===== src/rtl/rbs_pkg.sv =====
package rbs_pkg;
  localparam int unsigned SIG_W   = 4;
  localparam int unsigned FRAME_W = 5;

  // frame numbers carrying each signaling bit
  localparam logic [FRAME_W-1:0] FRM_A = 5'd6;
  localparam logic [FRAME_W-1:0] FRM_B = 5'd12;
  localparam logic [FRAME_W-1:0] FRM_C = 5'd18;
  localparam logic [FRAME_W-1:0] FRM_D = 5'd24;

  // bit positions inside a signaling nibble
  localparam int unsigned POS_A = 3;
  localparam int unsigned POS_B = 2;
  localparam int unsigned POS_C = 1;
  localparam int unsigned POS_D = 0;

  typedef logic [SIG_W-1:0] sig_t;

  typedef enum logic [1:0] {
    DEPTH_1 = 2'b00,
    DEPTH_2 = 2'b01,
    DEPTH_3 = 2'b10,
    DEPTH_4 = 2'b11
  } depth_e;

  // multiframes of agreement needed before an update
  function automatic logic [2:0] agree_need(input logic [1:0] sel, input logic capped);
    logic [2:0] n;
    case (depth_e'(sel))
      DEPTH_1: n = 3'd1;
      DEPTH_2: n = 3'd2;
      DEPTH_3: n = 3'd3;
      default: n = 3'd4;
    endcase
    if (capped && n > 3'd2) n = 3'd2;
    return n;
  endfunction

  // multiframe edges blocked after a slip
  function automatic logic [1:0] slip_span(input logic [1:0] sel);
    case (depth_e'(sel))
      DEPTH_1: return 2'd1;
      DEPTH_2: return 2'd1;
      DEPTH_3: return 2'd2;
      default: return 2'd3;
    endcase
  endfunction
endpackage


===== src/rtl/rbs_capture.sv =====
module rbs_capture
  import rbs_pkg::*;
#(
  parameter int unsigned NUM_CH = 24,
  localparam int unsigned CH_W  = $clog2(NUM_CH)
) (
  input  logic                    clk,
  input  logic                    rst_n,
  input  logic                    wr_en,
  input  logic [CH_W-1:0]         wr_ch,
  input  logic [FRAME_W-1:0]      wr_frame,
  input  logic                    wr_bit,
  input  logic                    esf,
  output logic [NUM_CH*SIG_W-1:0] cap_flat
);
  for (genvar g = 0; g < NUM_CH; g++) begin : g_ch
    sig_t cap_q;
    logic hit;
    assign hit = wr_en && (wr_ch == CH_W'(g));

    always_ff @(posedge clk) begin
      if (!rst_n) begin
        cap_q <= '0;
      end else if (hit) begin
        if (wr_frame == FRM_A)        cap_q[POS_A] <= wr_bit;
        if (wr_frame == FRM_B)        cap_q[POS_B] <= wr_bit;
        if (esf && wr_frame == FRM_C) cap_q[POS_C] <= wr_bit;
        if (esf && wr_frame == FRM_D) cap_q[POS_D] <= wr_bit;
      end
    end

    assign cap_flat[g*SIG_W +: SIG_W] = cap_q;
  end
endmodule


===== src/rtl/rbs_freeze_ctl.sv =====
module rbs_freeze_ctl
  import rbs_pkg::*;
(
  input  logic       clk,
  input  logic       rst_n,
  input  logic       msync,
  input  logic       slip,
  input  logic       alarm,
  input  logic       hold_n,
  input  logic [1:0] sel,
  output logic       evt,
  output logic       load_ok,
  output logic [2:0] need,
  output logic       frozen
);
  logic       msync_q;
  logic [1:0] block_cnt;
  logic       slip_seen;

  assign evt     = msync && !msync_q;
  assign load_ok = hold_n && !slip && (block_cnt == 2'd0);
  assign need    = agree_need(sel, alarm || slip_seen);

  always_ff @(posedge clk) begin
    if (!rst_n) begin
      msync_q   <= 1'b0;
      block_cnt <= 2'd0;
      slip_seen <= 1'b0;
      frozen    <= 1'b0;
    end else begin
      msync_q <= msync;

      if (slip)                              block_cnt <= slip_span(sel);
      else if (evt && block_cnt != 2'd0)     block_cnt <= block_cnt - 2'd1;

      if (slip)                              slip_seen <= 1'b1;
      else if (evt && load_ok)               slip_seen <= 1'b0;

      if (slip || !hold_n)                   frozen <= 1'b1;
      else if (evt && load_ok)               frozen <= 1'b0;
    end
  end
endmodule


===== src/rtl/rbs_integrator.sv =====
module rbs_integrator
  import rbs_pkg::*;
#(
  parameter int unsigned NUM_CH = 24
) (
  input  logic                    clk,
  input  logic                    rst_n,
  input  logic                    evt,
  input  logic                    load_ok,
  input  logic                    esf,
  input  logic [2:0]              need,
  input  logic [NUM_CH*SIG_W-1:0] cap_flat,
  output logic [NUM_CH*SIG_W-1:0] out_flat
);
  for (genvar g = 0; g < NUM_CH; g++) begin : g_ch
    sig_t       pend_q;
    sig_t       out_q;
    logic [1:0] run_q;
    sig_t       samp;
    logic [2:0] run_nx;

    // superframe compares only A and B
    assign samp   = esf ? cap_flat[g*SIG_W +: SIG_W]
                        : {cap_flat[g*SIG_W+POS_A], cap_flat[g*SIG_W+POS_B], 2'b00};
    assign run_nx = (samp != pend_q) ? 3'd1
                  : (run_q == 2'd3)  ? 3'd4
                  : {1'b0, run_q} + 3'd2;

    always_ff @(posedge clk) begin
      if (!rst_n) begin
        pend_q <= '0;
        out_q  <= '0;
        run_q  <= 2'd3;
      end else if (evt) begin
        pend_q <= samp;
        run_q  <= 2'(run_nx - 3'd1);
        if (load_ok && run_nx >= need) begin
          if (esf) out_q <= samp;
          else     out_q <= {samp[POS_A], samp[POS_B], out_q[POS_A], out_q[POS_B]};
        end
      end
    end

    assign out_flat[g*SIG_W +: SIG_W] = out_q;
  end
endmodule


===== src/rtl/rbs_extractor.sv =====
module rbs_extractor
  import rbs_pkg::*;
#(
  parameter int unsigned NUM_CH = 24,
  localparam int unsigned CH_W  = $clog2(NUM_CH)
) (
  input  logic               clk,
  input  logic               rst_n,
  input  logic               rx_valid,
  output logic               rx_ready,
  input  logic [CH_W-1:0]    rx_chan,
  input  logic [FRAME_W-1:0] rx_frame,
  input  logic [7:0]         rx_data,
  input  logic               esf_mode,
  input  logic [1:0]         integ_sel,
  input  logic               slip,
  input  logic               alarm,
  input  logic               hold_n,
  input  logic               sys_msync,
  input  logic [CH_W-1:0]    sys_chan,
  input  logic [2:0]         sys_bitpos,
  output logic [SIG_W-1:0]   sig_abcd,
  output logic               lsb_strobe,
  output logic               sig_frozen
);
  localparam logic [2:0] LSB_POS = 3'd7;

  logic                    rdy_q;
  logic                    accept;
  logic [NUM_CH*SIG_W-1:0] cap_flat;
  logic [NUM_CH*SIG_W-1:0] out_flat;
  logic                    msync_evt;
  logic                    load_ok;
  logic [2:0]              need;
  logic                    unused_hi;

  assign rx_ready  = rdy_q;
  assign accept    = rx_valid && rdy_q;
  assign unused_hi = ^rx_data[7:1];

  rbs_capture #(.NUM_CH(NUM_CH)) u_cap (
    .clk(clk), .rst_n(rst_n), .wr_en(accept), .wr_ch(rx_chan),
    .wr_frame(rx_frame), .wr_bit(rx_data[0]), .esf(esf_mode), .cap_flat(cap_flat)
  );

  rbs_freeze_ctl u_frz (
    .clk(clk), .rst_n(rst_n), .msync(sys_msync), .slip(slip), .alarm(alarm),
    .hold_n(hold_n), .sel(integ_sel), .evt(msync_evt), .load_ok(load_ok),
    .need(need), .frozen(sig_frozen)
  );

  rbs_integrator #(.NUM_CH(NUM_CH)) u_int (
    .clk(clk), .rst_n(rst_n), .evt(msync_evt), .load_ok(load_ok), .esf(esf_mode),
    .need(need), .cap_flat(cap_flat), .out_flat(out_flat)
  );

  always_ff @(posedge clk) begin
    if (!rst_n) begin
      rdy_q      <= 1'b0;
      sig_abcd   <= '0;
      lsb_strobe <= 1'b0;
    end else begin
      rdy_q      <= 1'b1;
      lsb_strobe <= (sys_bitpos == LSB_POS);
      if (int'(sys_chan) < NUM_CH) sig_abcd <= out_flat[sys_chan*SIG_W +: SIG_W];
      else                         sig_abcd <= '0;
    end
  end
endmodule


===== config.mk =====
export PLATFORM = sky130hd
export DESIGN_NAME = rbs_extractor
export DESIGN_NICKNAME = d
export VERILOG_FILES = /design/src/rtl/rbs_pkg.sv /design/src/rtl/rbs_capture.sv /design/src/rtl/rbs_freeze_ctl.sv /design/src/rtl/rbs_integrator.sv /design/src/rtl/rbs_extractor.sv
export SDC_FILE = /design/constraint.sdc
export NUM_CORES = 1
export LEC_CHECK = 0
export BUFFER_PORTS_ARGS = -buffer_cell sky130_fd_sc_hd__buf_2
export CORE_MARGIN = 5
export CORE_UTILIZATION = 50
export DETAILED_ROUTE_END_ITERATION = 12
export PLACE_DENSITY = 0.66
export SYNTH_ARGS = -nofsm -noshare
export SYNTH_HDL_FRONTEND = slang
export SYNTH_SLANG_ARGS = --single-unit

===== constraint.sdc =====
create_clock -name clk -period 4.3 [get_ports clk]
set_clock_uncertainty 0.2 [all_clocks]
set_input_delay 1.29 -clock clk [delete_from_list [all_inputs] [get_ports clk]]
set_output_delay 1.29 -clock clk [all_outputs]
set_load 0.05 [all_outputs]

### After elaboration in Yosys (flattened, before gate mapping)

Cells that the tools add are included.

| word-level totals | value |
|---|---|
| register bits | 347 |
| bits of input ports | 36 |
| output and inout port bits | 7 |
| logic and storage cells | 625 |

| cells by class | value |
|---|---|
| add/sub/neg operators | 49 |
| order comparisons | 26 |
| eq/ne operators | 78 |
| shifts and indexed selects | 1 |
| multiplexer cells | 105 |
| reduce and logical (&&, ||, !) cells | 191 |

Operators by type and width:

| kind | count |
|---|---|
| AND reduction 2 bit | 121 |
| 2-to-1 mux 3 bit | 49 |
| 2-to-1 mux 2 bit | 50 |
| inequality test 4 bit | 24 |
| variable part select 96 x 8 -> 4 bit | 1 |
| adder 2 x 2 -> 3 bit, second input constant | 24 |
| >= comparator 3 bit | 24 |
| logical AND 1 bit | 57 |
| equality test 2 bit, second input constant | 25 |
| equality test 5 bit, second input constant | 10 |
| subtractor 2 x 1 -> 2 bit, second input constant | 25 |
| equality test 5 x 4 -> 1 bit, second input constant | 9 |
| equality test 5 x 3 -> 1 bit, second input constant | 5 |
| equality test 5 x 2 -> 1 bit, second input constant | 2 |
| one-hot mux 3 bit (3 select lines) | 1 |
| nonzero test 2 bit | 4 |
| equality test 5 x 1 -> 1 bit, second input constant | 1 |
| logical NOT 5 bit | 1 |
| < comparator 5 bit, second input constant | 1 |
| logical NOT 2 bit | 2 |
| 2-to-1 mux 1 bit | 4 |
| one-hot mux 2 bit (2 select lines) | 1 |
| equality test 3 bit, second input constant | 1 |
| greater-than comparator 3 x 2 -> 1 bit, second input constant | 1 |
| other kinds (4) | 7 |

### Longest topological paths before layout

Gate-level depths: netlist (run 1).

| logic depth | value |
|---|---|
| depth after elaboration | 8 |
| depth in mapped cells | 11 |

### By module

A second synthesis (run 1) with hierarchy kept.

| unflattened totals | value |
|---|---|
| cell total of the unflattened synthesis | 2,040 |
| area total of the unflattened synthesis | 18,422.7 um^2 |

By module, submodules not included:

| module | times used | cells an instance | area an instance (um^2) | sequential area each (um^2) |
|---|---|---|---|---|
| rbs_integrator | 1 | 1,453 | 12,693.4 | 4,804.6 |
| rbs_capture | 1 | 462 | 4,385.5 | 1,921.8 |
| rbs_extractor | 1 | 84 | 991.0 | 120.1 |
| rbs_freeze_ctl | 1 | 41 | 352.8 | 100.1 |

### Worst setup path after synthesis (run 1)

No wires, ideal clock.

| timing path | value |
|---|---|
| path kind | input to register |
| from | in esf_mode |
| to | reg u_int.g_ch[9].out_q[0] |
| arrival time | 3.213 ns |
| path slack | 0.815 ns |
| stages | 11 |
| buffers on the path | 3 |
| path through | buf_4 buf_4 buf_4 a22oi_1 a21oi_1 and2_1 ha_1 o21a_1 o21ai_0 a211oi_2 mux2i_1 |

| between the ends | value |
|---|---|
| longest elaborated chain between the ends | 6 |

RTL lines:

| what | line | text |
|---|---|---|
| from (decl) | rbs_extractor.sv:14 | `input logic esf_mode,` |
| 2-to-1 mux 2 bit | rbs_integrator.sv:23 | `assign samp = esf ? cap_flat[g*SIG_W +: SIG_W]` |
| inequality test 4 bit | rbs_integrator.sv:25 | `assign run_nx = (samp != pend_q) ? 3'd1` |
| 2-to-1 mux 3 bit | rbs_integrator.sv:25 |  |
| >= comparator 3 bit | rbs_integrator.sv:37 | `if (load_ok && run_nx >= need) begin` |
| logical AND 1 bit | rbs_integrator.sv:37 |  |
| AND reduction 2 bit (no source line) | -- |  |
| to (signal assigned) | rbs_integrator.sv:38 | `if (esf) out_q <= samp;` |
| to (signal assigned) | rbs_integrator.sv:39 | `else out_q <= {samp[POS_A], samp[POS_B], out_q[POS_A], out_q[POS_B]};` |
| to (decl) | rbs_integrator.sv:17 | `sig_t out_q;` |

Several ways; a longest one is shown, not always the timed one.
A chain may end at the register's enable or synchronous reset.

### Worst setup path after layout (run 1)

| timing path | value |
|---|---|
| from | in esf_mode |
| to | reg u_int.g_ch[0].out_q[2] |

| between the ends | value |
|---|---|
| longest elaborated chain between the ends | 6 |

RTL lines:

| what | line |
|---|---|
| 2-to-1 mux 2 bit | rbs_integrator.sv:23 |
| inequality test 4 bit | rbs_integrator.sv:25 |
| 2-to-1 mux 3 bit | rbs_integrator.sv:25 |
| >= comparator 3 bit | rbs_integrator.sv:37 |
| logical AND 1 bit | rbs_integrator.sv:37 |
| AND reduction 2 bit (no source line) | -- |
| to (signal assigned) | rbs_integrator.sv:38 |
| to (signal assigned) | rbs_integrator.sv:39 |
| to (decl) | rbs_integrator.sv:17 |

No other way between the ends.

==> reports/results.ini, run 1 <==
[outcome]
status=complete, no violations

[floorplanning]
initial_core_util=0.504
dieArea_um2=40600
fp.dieW_um=202
fp.coreArea_um2=36400
die_h_um=202
rows=70
ioPinCount=43

[timing]
hold_viol=0
fmax_mhz=282
setup_viol=0
drv_slew=0
rsz0062_at_grt=false
tightest_slew_ns=0.708
fin_crit_ns=3.55
slew_headroom=0.528
period_share=0.826
setup_tns_ns=0

[synth]
synth.yosys.seq_area_share=0.378
synth-seq-cells=347
yosys.area.top_type_share=0.378
synth-main-ff-cell=dfxtp_1
syn_inst=2119
yosys_warnings=0
yosys.area.top_type=dfxtp_1
synth_area_um2=18400
syn_nets=2185
yosys-top-cells-area=dfxtp_1 38%, mux2i_1 8.6%, nand2_1 6.2%, nor2b_1 4.3%, o21ai_0 3.5%
synthArstFlopShare=0
synth-edff-count=0
ys_types=55
synth_area_per_cell_um2=8.66

[grt]
antenna_found_initial=3
grt_pass1_wl_mm=78.3
grt_use_total=0.231
grt_pass1_vias=14800
grt_overflow_total=0
grt_max_degree=128

[worst_setup_path]
crit_fanout=52
worst_setup_path_end_kind=flip-flop
slowest_stage=a211oi_2
cp_cell_sequence=buf_6 -> buf_12 -> nand4_1 -> a211oi_2 -> and2_1 -> ha_1 -> o21ai_0 -> a31oi_1 -> and2_1 -> o21ai_0
cpPeakStageDelay_ns=0.42
r2r_end=u_int.g_ch[19].out_q[1]
critPathKind=in2reg
start_kind=primary input
r2r_setup_slack_ns=1.47
r2r-start=u_cap.g_ch[19].cap_q[1]
worstRegToRegCells=9
worstPathRequired_ns=4.52
crit_end=u_int.g_ch[0].out_q[2]
critPathArrivalTime_ns=3.77
cp-startpoint=esf_mode

[drt]
dr.pass1.iters=5
wl_per_cell_um=18.5
viasPerCell=5.93
via_count=15400
drtIter0Drc=1289
totalWireLength_mm=48.1
drcViolationCount=0
ant_nets=0

[clocking]
clock_latency_ns=0.54
htree_num_levels=2
cts-buffers-inserted=41
post_cts_buffers=0
clkSinkCount=347
clk_path_buf_depth=3
root_buffer=clkbuf_16
ctsHoldBuffers=0
ctsResizeCount=0
cts_tree=yes
clkSlewWorstSetupHoldPaths_ns=0.06

[placement]
dp_hpwl_mm=30.3
port_buffers=35
place_congestion=0.816
dpl.cell_count=2519

[cells_and_area]
nNetsFinal=2160
nFillCells=3263
areaGrowthSynthToFinish_pct=11.2
layout.cells.non_filler=2597
drive_gt1_frac=0.0973

[power]
peakVddDrop_v=0.000292
p_leak_uw=0.00862
pwr_density_cell_nw_per_um2=362

[worst_hold_path]
hp-class=reg2reg

[flow_run]
cap_violations=0

-- critical path: cells and delay by family --
kind	cells	cell delay [ns]
adders and majority gates	1	0.20
AOI/OAI and AO/OA	4	1.02
and+or+nand+nor	3	0.59
buffers and inverters	2	0.61
-- report_power, final --
part | internal, uW | switching, uW | total [uW]
Clock | 2230 | 1390 | 3620
Sequential | 3250 | 22.2 | 3270
Combinational | 168 | 333 | 501
Total | 5640 | 1750 | 7390
-- cells in the mapped netlist (3+ instances only) --
master	n
and3_1	50
o211ai_1	14
mux4_2	9
a21boi_0	70
nand2_1	304
clkbuf_1	99
mux2i_1	158
nor3_1	21
inv_1	39
mux4_4	9
xnor2_1	24
a211oi_2	23
dfxtp_1	347
and2_1	50
mux4_1	10
ha_1	30
or3_1	5
nand4_1	68
a31oi_1	19
o21ai_0	130
a22oi_1	38
mux2_2	10
buf_2	23
nor4bb_1	23
buf_4	8
o22ai_1	4
o211a_1	39
xor2_1	48
nand2b_1	9
buf_1	7
a221o_1	3
nor2b_1	127
nor2_1	117
a21oi_1	109
nand3_1	51
-- cells in the final DEF, fill, tap and decap left out, types with 5 or more instances in the layout --
| cell | instances |
|---|---|
| nand2b_1 | 8 |
| a211oi_2 | 23 |
| a21boi_0 | 70 |
| inv_1 | 39 |
| nor3_1 | 21 |
| a31oi_1 | 19 |
| xnor2_1 | 24 |
| clkbuf_16 | 43 |
| nand3_1 | 51 |
| mux4_2 | 9 |
| a22oi_1 | 38 |
| o21ai_0 | 130 |
| and2_1 | 50 |
| a21oi_1 | 109 |
| or3_1 | 5 |
| and3_1 | 50 |
| buf_4 | 26 |
| mux2i_1 | 158 |
| dfxtp_1 | 347 |
| nand4_1 | 68 |
| buf_12 | 12 |
| nand2_1 | 304 |
| nor4bb_1 | 23 |
| o211ai_1 | 14 |
| mux4_1 | 10 |
| nor2_2 | 5 |
| mux4_4 | 9 |
| mux2_2 | 10 |
| buf_2 | 33 |
| nor2b_1 | 126 |
| clkbuf_8 | 13 |
| nor2_1 | 112 |
| clkbuf_1 | 6 |
| xor2_1 | 48 |
| clkinv_2 | 9 |
| ha_1 | 30 |
| o211a_1 | 39 |
-- registers in the layout, summed over array words and instances (netlist names) --
name               cells
u_frz.slip_seen        1
u_frz.msync_q          1
lsb_strobe             1
u_int.g_ch.out_q      96
u_cap.g_ch.cap_q      96
rx_ready               1
u_int.g_ch.pend_q     96
u_frz.frozen           1
u_int.g_ch.run_q      48
sig_abcd               4
u_frz.block_cnt        2
-- how the worst min path moves through the flow --
stage	cells past startpoint	endpoint	slack (ns)	start
after floorplan	2	u_int.g_ch[17].out_q[0]	0.23	u_int.g_ch[17].out_q[0]
after global placement	2	u_frz.frozen	0.23	u_frz.frozen
after detailed placement	2	u_frz.frozen	0.25	u_frz.frozen
after CTS	2	u_frz.frozen	0.25	u_frz.frozen
after global routing	2	u_frz.frozen	0.27	u_frz.frozen
final	2	u_frz.frozen	0.25	u_frz.frozen
-- logic make-up (layout without fill, tap and decap cells) --
group / count (synthesis) / count (layout) / synth area share
compound gates: 461 / 461 / 0.167
fa+ha+maj: 30 / 30 / 0.0204
xor+xnor: 72 / 72 / 0.0344
mux: 196 / 196 / 0.130
other cells: 0 / 2 / 0
flops: 347 / 347 / 0.378
buf+inv: 180 / 188 / 0.0423
simple gates: 833 / 833 / 0.227
-- stage by stage --
step / power [uW] / hold WS [ns] / cell area, um^2 / setup WS, ns / util
2_1_floorplan: 3670 / 0.230 / 18400 / 0.815 / -
4_1_cts: 7450 / 0.254 / 20400 / 0.837 / 0.560
6_report: 7390 / 0.248 / 20400 / 0.748 / 0.560
3_5_place_dp: 3830 / 0.245 / 19000 / 0.278 / 0.521
5_1_grt: 7650 / 0.272 / 20400 / 0.528 / 0.560
3_3_place_gp: 3820 / 0.233 / 19000 / 0.349 / 0.521
-- metal layers --
metal  part of all wire  track usage  vias to the layer above
li1                   -            -                     7447
met1               0.46        0.320                     7491
met5            0.00015            0                        -
met4              0.027       0.0659                        2
met3              0.051       0.0335                       89
met2               0.46        0.380                      372
-- area by class of cell --
| cell class | instances | area (um^2) | share of cell area |
|---|---|---|---|
| clock buffers | 62 | 1280 | 0.0626 |
| diodes | 2 | 5.00 | 0.000245 |
| clock inverters | 14 | 151 | 0.00742 |
| inverters | 39 | 146 | 0.00717 |
| flip-flops and latches | 347 | 6950 | 0.340 |
| repair buffers | 73 | 627 | 0.0307 |
| multi-input cells | 1592 | 10700 | 0.523 |
| well taps | 468 | 586 | 0.0287 |
Note: power is estimated with default switching activity, not from simulation.
==> inputs of run 2 (changes only) <==
--- a/config.mk
+++ b/config.mk
@@ -9,7 +9,7 @@
 export CORE_MARGIN = 5
 export CORE_UTILIZATION = 50
 export DETAILED_ROUTE_END_ITERATION = 12
-export PLACE_DENSITY = 0.66
+export PLACE_DENSITY = 0.69
 export SYNTH_ARGS = -nofsm -noshare
 export SYNTH_HDL_FRONTEND = slang
 export SYNTH_SLANG_ARGS = --single-unit
==> constraint.sdc (replaced) <==
create_clock -name clk -period 2.87 [get_ports clk]
set_clock_uncertainty 0.2 [all_clocks]
set_input_delay 0.861 -clock clk [delete_from_list [all_inputs] [get_ports clk]]
set_output_delay 0.861 -clock clk [all_outputs]
set_load 0.05 [all_outputs]
==> run 2 against run 1 <==
Compared with the run above: total power up 48%; critical path type unchanged; critical path depth unchanged; sequential power up 50%; hold slack worse by 0.0045 ns; highest routed layer is now met4.
==> reports/results.ini, run 2 (synthesis gave the netlist of run 1 again) <==
[floorplanning]
initial_core_util=0.504
die_h_um=202
fp.dieW_um=202
rows=70
fp.coreArea_um2=36400
ioPinCount=43
dieArea_um2=40600

[cells_and_area]
final_cell_mix=347 x dfxtp_1, 303 x nand2_1, 158 x mux2i_1, 126 x nor2b_1, 123 x buf_4
nFillCells=3122
drive_gt1_frac=0.151
nNetsFinal=2268
areaGrowthSynthToFinish_pct=16.6
biggestRegsByFlops=u_cap.g_ch.cap_q: 96 flops, u_int.g_ch.out_q: 96 flops, u_int.g_ch.pend_q: 96 flops
mostFrequentLayoutCell=dfxtp_1
antenna_cells=0
design_area_um2=21400

[drt]
wl_per_cell_um=18.0
drcViolationCount=0
viasPerCell=5.83
ant_nets=0
dr.pass1.iters=5
totalWireLength_mm=48.7
drtIter0Drc=1212
via_count=15800

[timing]
setup_ws_ns=0.102
tightest_slew_ns=0.695
fmax_mhz=361
setup_tns_ns=0
drv_slew=0
fin_crit_ns=2.77
whs_ns=0.243
period_share=0.965
setup_viol=0
hold_viol=0
slew_headroom=0.537
rsz0062_at_grt=false

[grt]
grt_overflow_total=0
met3_usage=0.0371
grtUsageMet1=0.311
use_met2=0.387
grt_max_degree=128
grt_pass1_vias=15000
grt_use_total=0.233
antenna_found_initial=0
grt_pass1_wl_mm=78.6
gr-max-usage-layer=met2

[power]
pwr_density_cell_nw_per_um2=513
switching_share=0.240
p_leak_uw=0.00914
clockPowerShare=0.476
p_seq_frac=0.446
power_frac_comb=0.078
p_int_uw=8340
peakVddDrop_v=0.000375
switchingPower_uw=2640

[placement]
place_congestion=0.853
port_buffers=35
pre_cts_slack_ns=-0.437
dpl_cell_area_um2=20100
dp_hpwl_mm=31.6

[worst_setup_path]
worst_setup_path_end_kind=flip-flop
start_kind=primary input
worstPathRequired_ns=3.08
r2r_setup_slack_ns=0.24
cpPeakStageDelay_ns=0.39
crit_family=buffers and inverters
crit_top_cell=buf_4
critPathArrivalTime_ns=2.98
slowest_stage=ha_1
cp_cell_sequence=buf_2 -> inv_1 -> ha_1 -> and3_1 -> buf_4 -> buf_4 -> a21oi_1 -> o2111ai_1 -> o211ai_1 -> mux2i_1
critPathKind=in2reg
cp_num_buf_inv=4
crit_fanout=6

[clocking]
clkSinkCount=347
htree_num_levels=2
clkSlewWorstSetupHoldPaths_ns=0.06
root_buffer=clkbuf_16
ctsHoldBuffers=0
cts_tree=yes
clk_path_buf_depth=3
clock_latency_ns=0.56
cts-buffers-inserted=40

[flow_run]
cap_violations=0

[outcome]
status=complete, no violations

[worst_hold_path]
hp-class=reg2reg

==> run 2: changes by cell type in the layout (fill, tap and decap cells not counted), sizes merged <==
cell | before | now
clkinv | 9 | 3
buf | 73 | 182
clkbuf | 62 | 60
diode | 2 | 0
inv | 40 | 42
clkinvlp | 1 | 3
==> run 2: worst paths after layout <==
path | from | to | cells after the start
worst min-delay path | u_frz.frozen | u_frz.frozen | 2
worst max register to register | u_int.g_ch[17].pend_q[0] | u_int.g_ch[17].out_q[3] | 9
worst min register to register | u_frz.frozen | u_frz.frozen | 2
worst max-delay path | integ_sel[1] | u_int.g_ch[20].out_q[0] | 10
==> run 2: final cells by class <==
cell class | instances | area (um^2) | area share
multi-input combinational | 1592 | 10800 | 0.504
timing repair buffer | 182 | 1600 | 0.0745
clock buffer | 60 | 1190 | 0.0555
clock inverter | 12 | 154 | 0.00719
tap | 468 | 586 | 0.0274
inverter | 39 | 146 | 0.00684
sequential | 347 | 6950 | 0.325
==> run 2: what timing repair did <==
action                                  CTS  global route
resized for setup                         0             1
buffers inserted                          0             0
endpoints found under the setup margin    0             1
==> run 2: routing by layer <==
layer / vias up / share of wire
met3: 89 / 0.057
li1: 7688 / -
met4: 0 / 0.027
met1: 7552 / 0.45
met2: 423 / 0.47
met5: - / 0
==> run 2: power by group through the flow <==
| stage | sequential, uW | combinational, uW | clock (uW) |
|---|---|---|---|
| 2_1_floorplan | 5000 | 512 | 0 |
| 3_3_place_gp | 5000 | 831 | 0 |
| 3_5_place_dp | 5000 | 850 | 0 |
| 4_1_cts | 4900 | 856 | 5300 |
| 5_1_grt | 4900 | 919 | 5520 |
| 6_report | 4900 | 859 | 5220 |
==> run 2: metrics by stage <==
step,utilization,std cells,total power [uW]
finish,0.588,2700,11000
global route,0.588,2700,11300
CTS,0.587,2700,11100
detailed placement,0.551,2628,5850
global placement,0.551,2628,5830
floorplan,-,2119,5510
==> run 2: tightest hold or removal path, stage by stage, from the launching register on <==
cell and delay, ns:
dfxtp_1 0.31, inv_1 0.05, a21oi_1 0.05
